**src/rtl/gft_pkg.sv**
```systemverilog
package gft_pkg;

  localparam int NUM_BANDS = 4;

  // index order doubles as priority: higher index wins
  typedef enum logic [2:0] {
    BAND_NONE  = 3'd0,
    BAND_LOW   = 3'd1,
    BAND_MID   = 3'd2,
    BAND_HIGH  = 3'd3,
    BAND_VHIGH = 3'd4
  } band_e;

  function automatic int max_of(input int a, input int b);
    return (a > b) ? a : b;
  endfunction

endpackage

```
**src/rtl/gft_band_sel.sv**
```systemverilog
module gft_band_sel
  import gft_pkg::*;
(
  input  logic                 clk_i,
  input  logic                 rst_ni,
  input  logic [NUM_BANDS-1:0] flags_i,
  output band_e                band_o,
  output logic [NUM_BANDS-1:0] sel_o
);

  always_comb begin
    band_o = BAND_NONE;
    sel_o  = '0;
    for (int i = 0; i < NUM_BANDS; i++) begin
      if (flags_i[i]) begin
        band_o = band_e'(i + 1);
        sel_o  = '0;
        sel_o[i] = 1'b1;
      end
    end
  end

  assert_sel_onehot_R7: assert property (@(posedge clk_i) disable iff (!rst_ni)
    $onehot0(sel_o) && ((flags_i == '0) == (sel_o == '0)));

  assert_top_wins_R7: assert property (@(posedge clk_i) disable iff (!rst_ni)
    flags_i[NUM_BANDS-1] |-> sel_o[NUM_BANDS-1]);

endmodule

```
**src/rtl/gft_band_timer.sv**
```systemverilog
module gft_band_timer #(
  parameter int CNT_W = 8
) (
  input  logic             clk_i,
  input  logic             rst_ni,
  input  logic             tick_i,
  input  logic             active_i,
  input  logic [CNT_W-1:0] limit_i,
  output logic             expired_o
);

  logic [CNT_W-1:0] cnt_q;

  always_ff @(posedge clk_i or negedge rst_ni) begin
    if (!rst_ni)                        cnt_q <= '0;
    else if (!active_i)                 cnt_q <= '0;
    else if (tick_i && (cnt_q != '1))   cnt_q <= cnt_q + 1'b1;
  end

  assign expired_o = active_i && (cnt_q >= limit_i);

  assert_restart_on_drop_R6: assert property (@(posedge clk_i) disable iff (!rst_ni)
    !active_i |=> (cnt_q == '0));

  assert_hold_without_tick_R2: assert property (@(posedge clk_i) disable iff (!rst_ni)
    (active_i && !tick_i) |=> $stable(cnt_q));

endmodule

```
**src/rtl/gft_sat_path.sv**
```systemverilog
module gft_sat_path #(
  parameter int SAT_CYCLES = 2800
) (
  input  logic clk_i,
  input  logic rst_ni,
  input  logic sat_i,
  input  logic pos_half_i,
  output logic armed_o,
  output logic fire_o
);

  localparam int SW = $clog2(SAT_CYCLES + 1);
  localparam logic [SW-1:0] SAT_LIM = SW'(SAT_CYCLES);

  logic [SW-1:0] cnt_q;

  always_ff @(posedge clk_i or negedge rst_ni) begin
    if (!rst_ni)                 cnt_q <= '0;
    else if (!sat_i)             cnt_q <= '0;
    else if (cnt_q != SAT_LIM)   cnt_q <= cnt_q + 1'b1;
  end

  assign armed_o = sat_i && (cnt_q == SAT_LIM);
  assign fire_o  = armed_o && pos_half_i;

  assert_arm_needs_persist_R9: assert property (@(posedge clk_i) disable iff (!rst_ni)
    armed_o |-> $past(sat_i));

  assert_drop_disarms_R9: assert property (@(posedge clk_i) disable iff (!rst_ni)
    !sat_i |=> !armed_o);

endmodule

```
**src/rtl/gf_trip_timer.sv**
```systemverilog
module gf_trip_timer
  import gft_pkg::*;
#(
  parameter int LOW_MS      = 150,
  parameter int MID_MS      = 40,
  parameter int HIGH_MS     = 25,
  parameter int VHIGH_MS    = 14,
  parameter int ST_EXTRA_MS = 100,
  parameter int SAT_CYCLES  = 2800
) (
  input  logic clk_i,
  input  logic rst_ni,
  input  logic tick_ms_i,
  input  logic band_low_i,
  input  logic band_mid_i,
  input  logic band_high_i,
  input  logic band_vhigh_i,
  input  logic sat_i,
  input  logic pos_half_i,
  input  logic self_test_i,
  output logic gate_o
);

  localparam int MAX_LIM = max_of(max_of(LOW_MS + ST_EXTRA_MS, MID_MS),
                                  max_of(HIGH_MS, VHIGH_MS));
  localparam int CNT_W   = $clog2(MAX_LIM + 1);

  logic [NUM_BANDS-1:0] flags, sel, expired;
  logic [CNT_W-1:0]     limit [NUM_BANDS];
  band_e                band;
  logic                 band_fire, sat_armed, sat_fire, gate_q;

  assign flags = {band_vhigh_i, band_high_i, band_mid_i, band_low_i};

  always_comb begin
    limit[0] = self_test_i ? CNT_W'(LOW_MS + ST_EXTRA_MS) : CNT_W'(LOW_MS);
    limit[1] = CNT_W'(MID_MS);
    limit[2] = CNT_W'(HIGH_MS);
    limit[3] = CNT_W'(VHIGH_MS);
  end

  gft_band_sel i_sel (
    .clk_i   (clk_i),
    .rst_ni  (rst_ni),
    .flags_i (flags),
    .band_o  (band),
    .sel_o   (sel)
  );

  for (genvar g = 0; g < NUM_BANDS; g++) begin : g_band
    gft_band_timer #(.CNT_W(CNT_W)) i_tmr (
      .clk_i     (clk_i),
      .rst_ni    (rst_ni),
      .tick_i    (tick_ms_i),
      .active_i  (flags[g]),
      .limit_i   (limit[g]),
      .expired_o (expired[g])
    );
  end

  gft_sat_path #(.SAT_CYCLES(SAT_CYCLES)) i_sat (
    .clk_i      (clk_i),
    .rst_ni     (rst_ni),
    .sat_i      (sat_i),
    .pos_half_i (pos_half_i),
    .armed_o    (sat_armed),
    .fire_o     (sat_fire)
  );

  // only the selected (highest) band may trip
  assign band_fire = |(expired & sel);

  always_ff @(posedge clk_i or negedge rst_ni) begin
    if (!rst_ni)                      gate_q <= 1'b0;
    else if (band_fire || sat_fire)   gate_q <= 1'b1;
  end

  assign gate_o = gate_q;

  assert_gate_latched_R11: assert property (@(posedge clk_i) disable iff (!rst_ni)
    gate_o |=> gate_o);

  assert_gate_has_cause_R7: assert property (@(posedge clk_i) disable iff (!rst_ni)
    $rose(gate_o) |-> $past(band_fire || sat_fire));

  assert_sat_phase_R10: assert property (@(posedge clk_i) disable iff (!rst_ni)
    (sat_fire && !band_fire) |-> pos_half_i);

  assert_band_known_R7: assert property (@(posedge clk_i) disable iff (!rst_ni)
    (band == BAND_NONE) |-> !band_fire);

endmodule

```
**config.mk**
```make
export PLATFORM = sky130hd
export DESIGN_NAME = gf_trip_timer
export DESIGN_NICKNAME = d
export VERILOG_FILES = /design/src/rtl/gft_pkg.sv /design/src/rtl/gft_band_sel.sv /design/src/rtl/gft_band_timer.sv /design/src/rtl/gft_sat_path.sv /design/src/rtl/gf_trip_timer.sv
export SDC_FILE = /design/constraint.sdc
export NUM_CORES = 1
export LEC_CHECK = 0
export ABC_AREA = 1
export BUFFER_PORTS_ARGS = -buffer_cell sky130_fd_sc_hd__buf_2
export CORE_MARGIN = 2
export CORE_UTILIZATION = 35
export CTS_BUF_LIST = sky130_fd_sc_hd__clkbuf_2 sky130_fd_sc_hd__clkbuf_4 sky130_fd_sc_hd__clkbuf_8
export CTS_CLUSTER_DIAMETER = 40
export DETAILED_ROUTE_END_ITERATION = 8
export PLACE_DENSITY = 0.55
export SYNTH_ARGS = -nofsm -noshare
export SYNTH_HDL_FRONTEND = slang
export SYNTH_SLANG_ARGS = --single-unit
```
**constraint.sdc**
```tcl
create_clock -name clk_i -period 1.7 [get_ports clk_i]
set_input_delay 0.34 -clock clk_i [delete_from_list [all_inputs] [get_ports clk_i]]
set_output_delay 0.34 -clock clk_i [all_outputs]
set_load 0.01 [all_outputs]
```
## After elaboration in Yosys (flattened, before gate mapping)

Index checks and enable logic that the tools add are counted.

- Register bits after elaboration: 45
- Bits of input ports: 10
- Output and inout port bits: 1
- Logic and storage cells: 54

- Add/subtract/negate cells: 5
- Order comparisons: 4
- Eq/ne operators: 11
- Multiplexer cells: 15
- Bitwise gates (word level): 1
- Reduce and logical (&&, ||, !) cells: 12

Operators by type and width:

| kind | number |
|---|---|
| 8-bit 2-to-1 mux | 8 |
| 8-bit by 1-bit adder with 8-bit output, second input constant | 4 |
| 8-bit != test, second input constant | 4 |
| 12-bit 2-to-1 mux | 2 |
| 12-bit by 1-bit adder with 12-bit output, second input constant | 1 |
| 12-bit equality test, second input constant | 1 |
| 12-bit != test, second input constant | 1 |
| 1-bit logical AND | 10 |
| 2-bit by 1-bit != test with 1-bit output, second input constant | 5 |
| 8-bit by 4-bit greater-or-equal comparator with 1-bit output, second input constant | 1 |
| 8-bit by 5-bit greater-or-equal comparator with 1-bit output, second input constant | 1 |
| 8-bit by 6-bit greater-or-equal comparator with 1-bit output, second input constant | 1 |
| 8-bit greater-or-equal comparator | 1 |
| 7-bit 2-to-1 mux | 1 |
| 4-bit AND | 1 |
| 4-bit 2-to-1 mux | 1 |
| 4-bit OR reduction | 1 |
| 3-bit 2-to-1 mux | 1 |
| 2-bit 2-to-1 mux | 1 |
| 1-bit logical OR | 1 |
| 1-bit 2-to-1 mux | 1 |

## Longest topological paths before layout

Gate-level depths: netlist of run 1.

- Depth after elaboration: 7
- Depth in mapped cells: 10
- Gate-level depth less buffers: 10

## By module

A second synthesis of run 1 with hierarchy kept.

- Cells, all modules: 515
- Area, all modules: 3716.1 sq um

By module, submodules not included:

| module | times used | cells each | area an instance (sq um) |
|---|---|---|---|
| gft_band_timer | 4 | 96 | 708.2 |
| gft_sat_path | 1 | 105 | 743.2 |
| gf_trip_timer | 1 | 15 | 77.6 |
| gft_band_sel | 1 | 11 | 62.6 |

## Worst setup path before layout of run 1

OpenSTA, ideal clock, no wires.

- Kind: reg-to-reg
- Start: reg g_band[0].i_tmr.cnt_q[0]
- End: reg g_band[0].i_tmr.cnt_q[2]
- Setup time: 113 ps
- Arrival time: 1211 ps
- Required time: 1587 ps
- Slack: 376 ps
- Stages on the path, launching flop included: 10
- Clock period less this slack: 1324 ps
- Path through: dfrtp_1 ha_1 nand2_1 nor2_1 nand2_2 nand2_4 o21ai_1 clkinv_1 nand2_1 inv_1

- Word-level cells in the longest chain between the ends: 3
- Elaborated cells between the ends (all ways): 6
- Classes of those cells: 1 x add/sub; 2 x eq/ne; 2 x mux; 1 x reduce/logical

RTL lines:

| element | line | text |
|---|---|---|
| start: declaration | gft_band_timer.sv:12 | `logic [CNT_W-1:0] cnt_q;` |
| start signal: assignment | gft_band_timer.sv:17 | `else if (tick_i && (cnt_q != '1)) cnt_q <= cnt_q + 1'b1;` |
| 8-bit by 1-bit adder with 8-bit output or 8-bit != test (tied branches) | gft_band_timer.sv:17 |  |
| 8-bit 2-to-1 mux or 1-bit logical AND (tied branches) | gft_band_timer.sv:17 |  |
| 8-bit 2-to-1 mux or 2-bit by 1-bit != test with 1-bit output (tied branches) | - |  |

Parallel ways exist; a longest one is shown, timed or not. The select of a mux whose other input is x is not followed.
A chain may end at the register's enable or synchronous reset.

## Final worst setup path of run 1

- Start: reg g_band[1].i_tmr.cnt_q[0]
- End: reg g_band[1].i_tmr.cnt_q[2]

- Word-level cells in the longest chain between the ends: 3
- Elaborated cells between the ends (all ways): 6
- Classes of those cells: 1 x add/sub; 2 x eq/ne; 2 x mux; 1 x reduce/logical

RTL lines:

| element | line |
|---|---|
| start: declaration | gft_band_timer.sv:12 |
| start signal: assignment | gft_band_timer.sv:17 |
| 8-bit by 1-bit adder with 8-bit output or 8-bit != test (tied branches) | gft_band_timer.sv:17 |
| 8-bit 2-to-1 mux or 1-bit logical AND (tied branches) | gft_band_timer.sv:17 |
| 8-bit 2-to-1 mux or 2-bit by 1-bit != test with 1-bit output (tied branches) | - |

Parallel ways exist; a longest one is shown, timed or not. The select of a mux whose other input is x is not followed.

==> summary.txt, run 1 <==
Routing
  – Final wirelength: 5.80 mm
  – DR DRC count: 0
  – Final ANT Viol Nets: 0
  – Wire per inst: 11.4 um
  – Via Count: 2416
  – TritonRoute pass-1 iters: 5
  – Initial DRC count: 73
  – Number of vias per cell: 4.74

Finish
  – Storage element area: 1130 um2
  – Area grow syn2layout: 9.72%
  – Area of the multi-input gates: 1480 um2
  – Final cell count without fillers: 510
  – Antenna Cells: 0
  – Fin nets: 429
  – Fill cells: 859
  – Share of layout cells above drive strength 1: 12.8%

GRT
  – Largest net degree at the start of global routing: 38
  – Initial antenna violation count: 0
  – First-pass GRT wire length: 10.6 mm
  – Number of global-route vias before repair: 2320
  – GRT Resource Usage Total: 14.6%
  – Gr ovfl total: 0

Worst setup path
  – Worst path cell trace: ha_1, nand3_1, inv_1, nand2_1, nand2_2, inv_2, nand2_1, a21oi_1
  – R2R depth: 8
  – Worst-path fanout max: 10
  – Crit-path slowest cell: dfrtp_1
  – Worst R2R Setup Slack: 0.25 ns
  – CP peak stage delay: 0.40 ns
  – Crit end category: flip-flop
  – CP startpoint kind: flip-flop
  – R2R Path End: g_band[1].i_tmr.cnt_q[2]$_DFFE_PN0P_
  – CP required: 1.92 ns
  – Worst r2r src: g_band[1].i_tmr.cnt_q[0]$_DFFE_PN0P_
  – Most used cell, CP: nand2_1
  – Critical Path AT: 1.67 ns
  – Worst Path Class, Setup: reg -> reg

Yosys
  – Commonest cells in the netlist: nand2_1, inv_1, dfrtp_1, nor2_1, nand3_1
  – Syn. warnings: 0
  – Cells after Synth: 391
  – Asr flop ratio synth: 100%
  – Main combinational cell family by area after synthesis: simple AND/OR/NAND/NOR gates
  – Synth Area in Adders: 6.51%
  – Simple-Gate Fraction of Synth Area: 32.6%
  – Most common cell in the netlist: nand2_1
  – Post-synth net total: 416
  – Post-synthesis xor/xnor area fraction: 1.22%
  – Seq cells post-synth: 45
  – Synth Area in Compound Gates: 10.9%
  – Synthesized area: 2880 um2
  – Main flop type after synthesis: dfrtp_1
  – Post-synth EDFFs: 0
  – Post-synth top area cell: dfrtp_1
  – Synth area leaders: dfrtp_1, nand2_1, inv_1
  – Multiplexer share of the synthesized area: 0%
  – Post-synth top area share: 39.1%
  – Seq/Total Area, Yosys: 39.1%
  – Distinct cells, synth: 32
  – Synthesized area per cell: 7.37 um2

Floorplan
  – Width of the die: 94.8 um
  – Chip Height: 94.8 um
  – IO Pins: 11
  – Die area: 8980 um2
  – Num rows: 33
  – Core Area: 8090 um2
  – Initial Utilization: 35.6%

Power
  – P_int: 1.53 mW
  – Total power: 2.05 mW
  – Sequential Power Share: 54.6%
  – Combinational fraction of design power: 9.9%
  – Pwr dens: 649 nW/um2
  – Peak VDD IR: 0.000281 V
  – Switching pwr: 0.524 mW
  – Clk pwr share: 35.5%
  – Leakage power: 1.54 nW
  – Switching Fraction: 25.5%

Timing
  – Final Hold Fails: 0
  – Fmax: 0.688 GHz
  – Fin crit share: 85.4%
  – Final Setup Violations: 0
  – Final hold slack: 0.356 ns
  – Worst-Margin Slew: 0.303 ns
  – RSZ-0062 raised after global routing: no
  – Slew Limit Fails: 0
  – Setup TNS: 0 ns
  – Max transition margin: 79.8%
  – Final Skew: 0.00911 ns
  – Final min period: 1.45 ns

Clock network
  – Clock Sinks: 45
  – Worst skew pair latency: 0.29 ns
  – CTS tree: done
  – Htree depth: 2
  – Num CTS Buffers: 5
  – Clk root buf: clkbuf_8
  – Clk slew on worst S/H paths: 0.09 ns
  – Post-CTS setup buffer count: 0
  – Longest Clk Path Bufs: 2

Hold path
  – Min-Delay Path Depth: 3
  – Worst Hold Class: in -> reg
  – Hold path start: band_high_i
  – WHS Endpoint: g_band[2].i_tmr.cnt_q[3]$_DFFE_PN0P_

Run status
  – Outcome: complete, no violations

Job
  – Max cap viols: 0

Placement
  – Cells after DPL: 501
  – Routability cong.: 0.822
  – HPWL Detailed: 4.30 mm
  – Port-buffer cells: 10
-- sequential cells by signal (all words and copies together) (netlist names) --
name and cells:
i_sat.cnt_q 12, g_band.i_tmr.cnt_q 32, gate_o 1
-- kinds of logic after synthesis --
logic type,after synthesis
fa+ha+maj,15
simple gates,201
buf+inv,71
compound gates,55
xor+xnor,4
flops,45
-- worst max path at each step --
| stage | startpoint | to | depth (start not counted) |
|---|---|---|---|
| 2_1_floorplan | g_band[0].i_tmr.cnt_q[0]$_DFFE_PN0P_ | g_band[0].i_tmr.cnt_q[2]$_DFFE_PN0P_ | 9 |
| 3_3_place_gp | self_test_i | gate_o$_DFFE_PN0P_ | 9 |
| 3_5_place_dp | self_test_i | gate_o$_DFFE_PN0P_ | 9 |
| 4_1_cts | g_band[1].i_tmr.cnt_q[0]$_DFFE_PN0P_ | g_band[1].i_tmr.cnt_q[2]$_DFFE_PN0P_ | 8 |
| 5_1_grt | g_band[1].i_tmr.cnt_q[0]$_DFFE_PN0P_ | g_band[1].i_tmr.cnt_q[3]$_DFFE_PN0P_ | 8 |
| 6_report | g_band[1].i_tmr.cnt_q[0]$_DFFE_PN0P_ | g_band[1].i_tmr.cnt_q[2]$_DFFE_PN0P_ | 8 |
-- worst max-delay path: cells and delay by family (launching register included) --
family	cells	cell delay [ns]
adder cells (fa/ha/maj)	1	0.25
AND/OR/NAND/NOR	4	0.40
flip-flops	1	0.40
buffers and inverters	2	0.19
AO/OA/AOI/OAI	1	0.14
-- cell usage in the layout, fill, tap and decap left out, types with 7 or more instances in the layout --
| cell type | instances |
|---|---|
| o21ai_0 | 17 |
| nor3_1 | 10 |
| nand3_1 | 31 |
| nand4_1 | 13 |
| dfrtp_1 | 45 |
| inv_1 | 56 |
| a21oi_1 | 14 |
| buf_2 | 10 |
| nand2_1 | 85 |
| inv_2 | 7 |
| ha_1 | 15 |
| clkbuf_8 | 7 |
| nor2_1 | 37 |
| nand2_2 | 9 |
| o21ai_1 | 13 |
-- per-layer routing --
metal / track usage (%) / wire, um
met2: 24.1 / 2690
met4: 2.90 / 47
met5: 0 / 0
met1: 20.0 / 2930
met3: 2.71 / 138
-- what timing repair did --
action,CTS,global route
hold endpoints to repair,8,0
gates resized for setup,0,0
hold buffers,1,0
-- layout make-up --
class	instances	area share [%]
well taps	105	4.15
repair buffers	12	2.53
clock buffers	7	3.05
multi-input cells	275	46.6
flip-flops and latches	45	35.6
clock inverters	1	0.158
inverters	65	7.87
-- through the flow --
| stage | instance area (um2) | utilization, % | worst slack, ns |
|---|---|---|---|
| 3_5_place_dp | 3050 | 37.7 | 0.242 |
| 5_1_grt | 3160 | 39.1 | 0.0289 |
| 3_3_place_gp | 3050 | 37.7 | 0.281 |
| 4_1_cts | 3160 | 39.1 | 0.247 |
| 6_report | 3160 | 39.1 | 0.247 |
| 2_1_floorplan | 2880 | - | 0.376 |
-- power groups by stage --
| stage | clock, mW | combinational (mW) | sequential [mW] |
|---|---|---|---|
| floorplan | 0 | 0.136 | 1.14 |
| global placement | 0 | 0.205 | 1.14 |
| detailed placement | 0 | 0.205 | 1.14 |
| CTS | 0.769 | 0.208 | 1.12 |
| global route | 0.809 | 0.238 | 1.13 |
| finish | 0.729 | 0.203 | 1.12 |
Note: power is estimated with default switching activity, not from simulation.
==> inputs of run 2 (changes only) <==
Settings changed: GPL_TIMING_DRIVEN from default to 0.
==> summary.txt, run 2 (synthesis results as in run 1) <==
Clock network
  – Htree depth: 2 (unchanged)
  – PostCTS Resize Cnt: 0 (unchanged)
  – Longest Clk Path Bufs: 2 (unchanged)
  – Clock Sinks: 45 (unchanged)
  – Clk slew on worst S/H paths: 0.09 ns (about the same)
  – Cts-stage hold buffer count: 0 (-1)
  – Clk root buf: clkbuf_8
  – Post-CTS setup buffer count: 0 (unchanged)
  – Worst skew pair latency: 0.30 ns (about the same)
  – Num CTS Buffers: 5 (unchanged)
  – CTS tree: done

Placement
  – Routability cong.: 0.847 (+3.1%)
  – HPWL Detailed: 4.29 mm (-0.16%)
  – Post-Place Setup Slack: 0.218 ns (-0.0242 ns)
  – Port-buffer cells: 6 (-4)

Worst setup path
  – CP peak stage delay: 0.44 ns (+0.04 ns)
  – Worst Path Class, Setup: reg -> reg
  – R2R depth: 9 (+1)
  – Most used cell, CP: nand2_1
  – Worst path cell trace: ha_1, nand2_1, nor2_1, nand2_2, nand2_4, o21ai_1, clkinv_1, nand2_1, inv_1
  – Crit end category: flip-flop
  – Worst R2R Setup Slack: 0.19 ns (-0.05 ns)
  – Worst r2r src: g_band[0].i_tmr.cnt_q[1]$_DFFE_PN0P_
  – Crit-path slowest cell: dfrtp_1
  – CP startpoint kind: flip-flop
  – Critical Path AT: 1.71 ns (+0.04 ns)
  – R2R Path End: g_band[0].i_tmr.cnt_q[2]$_DFFE_PN0P_
  – Worst-path fanout max: 8 (-2)
  – CP required: 1.90 ns (-0.02 ns)

Power
  – Pwr dens: 643 nW/um2 (-1.0%)
  – Peak VDD IR: 0.000351 V (+25%)
  – P_int: 1.48 mW (-3.2%)
  – Sequential Power Share: 55.7% (+1.1 points)
  – Leakage power: 1.52 nW (-1.3%)
  – Switching Fraction: 26.5% (+1.0 points)
  – Clk pwr share: 34.4% (-1.1 points)
  – Total power: 2.01 mW (-1.9%)
  – Combinational fraction of design power: 9.9% (about the same)
  – Switching pwr: 0.534 mW (+1.9%)

Job
  – Max cap viols: 0 (unchanged)

Timing
  – Fmax: 0.664 GHz (-3.5%)
  – Slew Limit Fails: 0 (unchanged)
  – Worst-Margin Slew: 1.03 ns (+0.730 ns)
  – RSZ-0062 raised after global routing: no
  – Final hold slack: 0.214 ns (-0.143 ns)
  – Final Skew: 0.00871 ns (-0.000392 ns)
  – Final Setup Violations: 0 (unchanged)
  – Final worst slack: 0.195 ns (-0.0529 ns)
  – Final Hold Fails: 0 (unchanged)
  – Final min period: 1.51 ns (+0.0529 ns)
  – Fin crit share: 88.6% (+3.1 points)
  – Setup TNS: 0 ns (unchanged)
  – Max transition margin: 31.1% (-49 points)

GRT
  – Initial antenna violation count: 0 (unchanged)
  – GRT Resource Usage Total: 14.5% (-0.024 points)
  – Grt peak-use layer: met2
  – Met1 Track Usage GR: 19.8% (-0.20 points)
  – Number of global-route vias before repair: 2257 (-2.7%)
  – Gr ovfl total: 0 (unchanged)
  – Met2 Usage GRT: 23.8% (-0.35 points)
  – GR Util met3: 2.63% (-0.080 points)
  – Largest net degree at the start of global routing: 46 (+21%)
  – First-pass GRT wire length: 10.4 mm (-1.6%)

Routing
  – Wire per inst: 11.4 um (+0.59%)
  – TritonRoute pass-1 iters: 4 (-1)
  – Final wirelength: 5.82 mm (+0.40%)
  – Final ANT Viol Nets: 0 (unchanged)
  – Via Count: 2436 (+0.83%)
  – DR DRC count: 0 (unchanged)
  – Number of vias per cell: 4.79 (+1.0%)
  – Initial DRC count: 148 (+100%)

Floorplan
  – IO Pins: 11 (unchanged)
  – Num rows: 33 (unchanged)
  – Chip Height: 94.8 um (unchanged)
  – Initial Utilization: 35.6% (unchanged)
  – Die area: 8980 um2 (unchanged)
  – Core Area: 8090 um2 (unchanged)
  – Width of the die: 94.8 um (unchanged)

Finish
  – Max FFs per register: 32 (unchanged)
  – Reg with most FFs: g_band.i_tmr.cnt_q
  – Fill cells: 867 (+0.93%)
  – Commonest non-fill, non-tap cell in the layout: nand2_1
  – Most frequent cells in the layout: nand2_1, inv_1, dfrtp_1, nor2_1, nand3_1
  – Layout Utilization: 38.7% (-0.36 points)
  – Area of the multi-input gates: 1480 um2 (unchanged)
  – Share of layout cells above drive strength 1: 12.4% (-0.46 points)
  – Storage element area: 1130 um2 (unchanged)
  – Antenna Cells: 0 (unchanged)
  – Area grow syn2layout: 8.72%
  – Fin nets: 429 (unchanged)

Hold path
  – Worst Hold Class: in -> async

Run status
  – Outcome: complete, no violations
[run 2: cell types whose count changed in the layout (fill, tap and decap cells not counted)]
cell / change
buf_2: -2
buf_12: -1
clkbuf_8: -1
clkbuf_1: +2
clkinvlp_4: +1
clkinv_2: -1
buf_4: +2
dlygate4sd3_1: -1
[run 2: per-stage QoR]
stage          area (um2)  cells
2_1_floorplan        2880    391
3_3_place_gp         3040    502
3_5_place_dp         3040    502
4_1_cts              3130    509
5_1_grt              3130    509
6_report             3130    509
[run 2: worst max-delay path by stage]
stage | startpoint | endpoint | slack, ns | cells after the start
final | g_band[0].i_tmr.cnt_q[1]$_DFFE_PN0P_ | g_band[0].i_tmr.cnt_q[2]$_DFFE_PN0P_ | 0.19 | 9
after global routing | g_band[0].i_tmr.cnt_q[1]$_DFFE_PN0P_ | g_band[0].i_tmr.cnt_q[2]$_DFFE_PN0P_ | 0.06 | 9
after CTS | g_band[0].i_tmr.cnt_q[1]$_DFFE_PN0P_ | g_band[0].i_tmr.cnt_q[2]$_DFFE_PN0P_ | 0.19 | 9
after detailed placement | g_band[0].i_tmr.cnt_q[1]$_DFFE_PN0P_ | g_band[0].i_tmr.cnt_q[2]$_DFFE_PN0P_ | 0.22 | 9
after global placement | g_band[0].i_tmr.cnt_q[1]$_DFFE_PN0P_ | g_band[0].i_tmr.cnt_q[2]$_DFFE_PN0P_ | 0.21 | 9
after floorplan | g_band[0].i_tmr.cnt_q[0]$_DFFE_PN0P_ | g_band[0].i_tmr.cnt_q[2]$_DFFE_PN0P_ | 0.38 | 9
[run 2: layout make-up]
cell class / instances / area share, %
tap: 105 / 4.19
multi-input combinational: 275 / 47.1
clock buffer: 6 / 2.63
inverter: 65 / 7.94
timing repair buffer: 6 / 0.958
buffer: 6 / 1.04
sequential: 45 / 35.9
clock inverter: 1 / 0.240
[run 2: power by group through the flow]
| stage | Sequential, mW | Combinational (mW) | Clock (mW) |
|---|---|---|---|
| final | 1.12 | 0.199 | 0.693 |
| after global routing | 1.13 | 0.235 | 0.771 |
| after CTS | 1.12 | 0.206 | 0.717 |
| after detailed placement | 1.14 | 0.205 | 0 |
| after global placement | 1.14 | 0.203 | 0 |
| after floorplan | 1.14 | 0.136 | 0 |
[run 2: critical path: cells and delay by family, from the launching register on]
kind	cells	cell delay, ns
flops	1	0.44
simple gates	5	0.40
compound gates	1	0.22
buf+inv	2	0.12
fa+ha+maj	1	0.23
[run 2: metal layers]
metal / share of wire, % / routed length, um
met1: 49 / 2870
met2: 47 / 2740
met3: 2.5 / 148
met4: 1.1 / 65
met5: 0 / 0
==> inputs of run 3 (changes only) <==
Settings changed: CAP_MARGIN from default to 20, CORE_UTILIZATION 35 to 45, PLACE_DENSITY 0.55 to 0.66, SYNTH_HIERARCHICAL from default to 1.
==> summary.txt, run 3 <==
Timing
  – Final Skew: 0.00308 ns (-0.00563 ns)
  – Slew Limit Fails: 0 (unchanged)
  – Fmax: 0.639 GHz (-3.8%)
  – Final Setup Violations: 0 (unchanged)
  – Final worst slack: 0.135 ns (-0.0597 ns)
  – Setup TNS: 0 ns (unchanged)
  – Final hold slack: 0.338 ns (+0.125 ns)
  – Final Hold Fails: 0 (unchanged)
  – Fin crit share: 92.1% (+3.5 points)
  – Final min period: 1.57 ns (+0.0597 ns)

Clock network
  – Longest Clk Path Bufs: 2 (unchanged)
  – Worst skew pair latency: 0.29 ns (about the same)
  – Clk root buf: clkbuf_8
  – Htree depth: 2 (unchanged)
  – Num CTS Buffers: 5 (unchanged)
  – Clk slew on worst S/H paths: 0.08 ns (about the same)
  – Clock Sinks: 45 (unchanged)
  – CTS tree: done

Finish
  – Reg with most FFs: g_band.i_tmr/cnt_q
  – Share of layout cells above drive strength 1: 17.3% (+4.9 points)
  – Antenna Cells: 0 (unchanged)
  – Most frequent cells in the layout: nand2_1, inv_1, nor2_1, nand3_1, dfrtp_1
  – Fin nets: 616 (+44%)
  – Design area: 4290 um2 (+37%)
  – Fill cells: 778 (-10%)
  – Max FFs per register: 32 (unchanged)
  – Commonest non-fill, non-tap cell in the layout: nand2_1
  – Area grow syn2layout: 15.9%

Power
  – Clk pwr share: 32.1% (-2.3 points)
  – Total power: 2.14 mW (+6.4%)
  – Switching pwr: 0.582 mW (+9.1%)
  – Pwr dens: 500 nW/um2 (-22%)
  – Sequential Power Share: 52.3% (-3.4 points)
  – Leakage power: 2.32 nW (+53%)
  – Switching Fraction: 27.2% (+0.65 points)
  – Peak VDD IR: 0.000318 V (-9.4%)
  – P_int: 1.56 mW (+5.5%)
  – Combinational fraction of design power: 15.6% (+5.7 points)

Routing
  – DR DRC count: 0 (unchanged)
  – Wire per inst: 10.8 um (-5.9%)
  – Initial DRC count: 124 (-16%)
  – Final ANT Viol Nets: 0 (unchanged)
  – TritonRoute pass-1 iters: 4 (unchanged)
  – Number of vias per cell: 4.69 (-1.9%)
  – Via Count: 3159 (+30%)
  – Final wirelength: 7.24 mm (+24%)

Run status
  – Outcome: complete, no violations

Worst setup path
  – Crit end category: flip-flop
  – CP startpoint kind: flip-flop
  – Critical Path AT: 1.80 ns (+0.09 ns)
  – CP required: 1.93 ns (+0.03 ns)
  – Worst-path fanout max: 4 (-4)
  – Worst Path Class, Setup: reg -> reg

GRT
  – Gr ovfl total: 0 (unchanged)
  – Initial antenna violation count: 0 (unchanged)
  – First-pass GRT wire length: 12.4 mm (+19%)
  – Number of global-route vias before repair: 2980 (+32%)
  – GRT Resource Usage Total: 16.9% (+2.4 points)
  – Largest net degree at the start of global routing: 46 (unchanged)

Yosys
  – Synthesized area per cell: 7.23 um2 (-1.9%)
  – Cells after Synth: 511 (+31%)
  – Synthesized area: 3700 um2 (+28%)
  – Syn. warnings: 6 (+6)

Placement
  – Placed Area: 3980 um2 (+31%)
  – Port-buffer cells: 10 (+4)
  – Post-Place Setup Slack: 0.0278 ns (-0.190 ns)
  – Routability cong.: 0.862 (+1.8%)
  – HPWL Detailed: 5.30 mm (+23%)

Floorplan
  – Width of the die: 94.6 um (-0.14%)
  – Die area: 8950 um2 (-0.27%)
  – IO Pins: 11 (unchanged)
  – Num rows: 33 (unchanged)
  – Chip Height: 94.6 um (-0.14%)
  – Initial Utilization: 45.7% (+10 points)
  – Core Area: 8090 um2 (unchanged)

Job
  – Max cap viols: 0 (unchanged)

Hold path
  – Worst Hold Class: in -> reg
==> run 3: path summary, 6_finish.rpt <==
check,to,slack [ns],cells after the start,startpoint
max,gate_o$_DFFE_PN0P_,0.13,10,i_sat/cnt_q[0]$_DFFE_PN0P_
max reg2reg,gate_o$_DFFE_PN0P_,0.13,10,i_sat/cnt_q[0]$_DFFE_PN0P_
min,i_sat/cnt_q[4]$_DFFE_PN0P_,0.34,3,sat_i
min in group asynchronous,g_band[1].i_tmr/cnt_q[5]$_DFFE_PN0P_,0.49,2,rst_ni
min reg2reg,i_sat/cnt_q[5]$_DFFE_PN0P_,0.49,1,i_sat/cnt_q[5]$_DFFE_PN0P_
max in group asynchronous,g_band[0].i_tmr/cnt_q[3]$_DFFE_PN0P_,0.70,3,rst_ni
==> run 3: power groups by stage <==
| stage | logic, mW | clock network [mW] | registers [mW] |
|---|---|---|---|
| after floorplan | 0.204 | 0 | 1.14 |
| after global placement | 0.291 | 0 | 1.14 |
| after detailed placement | 0.304 | 0 | 1.15 |
| after CTS | 0.305 | 0.717 | 1.12 |
| after global routing | 0.388 | 0.747 | 1.13 |
| final | 0.334 | 0.689 | 1.12 |
==> run 3: critical path, stage by stage, from the launching register on <==
cell and delay, ns:
dfrtp_1 0.43, inv_1 0.15, ha_1 0.21, nand2_1 0.06, nor2_1 0.11, nand3_2 0.11
nor3_1 0.22, inv_1 0.07, nand2_1 0.07, nor2_1 0.04, nand2_1 0.06
==> run 3: per-layer routing <==
metal / up-vias / global-route usage (%) / part of all wire, %
met5: - / 0 / 0
met3: 4 / 2.55 / 1.5
met4: 0 / 3.86 / 0.92
met1: 1444 / 21.0 / 50
met2: 22 / 30.7 / 48
li1: 1689 / - / -
==> run 3: per-stage QoR <==
stage | cells | util [%]
5_1_grt | 673 | 53.0
4_1_cts | 659 | 50.2
3_5_place_dp | 652 | 49.1
6_report | 673 | 53.0
2_1_floorplan | 537 | -
3_3_place_gp | 652 | 49.1
==> run 3: area by class of cell <==
class	count	area, um2	area share [%]
Clock buffer	7	90.1	2.10
Inverter	92	345	8.06
Sequential cell	45	1130	26.5
Timing Repair Buffer	24	170	3.97
Buffer	6	51.3	1.20
Multi-Input combinational cell	394	2360	55.1
Tap cell	105	131	3.07
==> run 3: repair_timing <==
action | 4_1_cts | 5_1_grt
setup buffers | 0 | 12
endpoints found under the hold margin | 0 | 13
hold buffers | 0 | 1
endpoints found under the setup margin | 0 | 1
resized for setup | 0 | 19
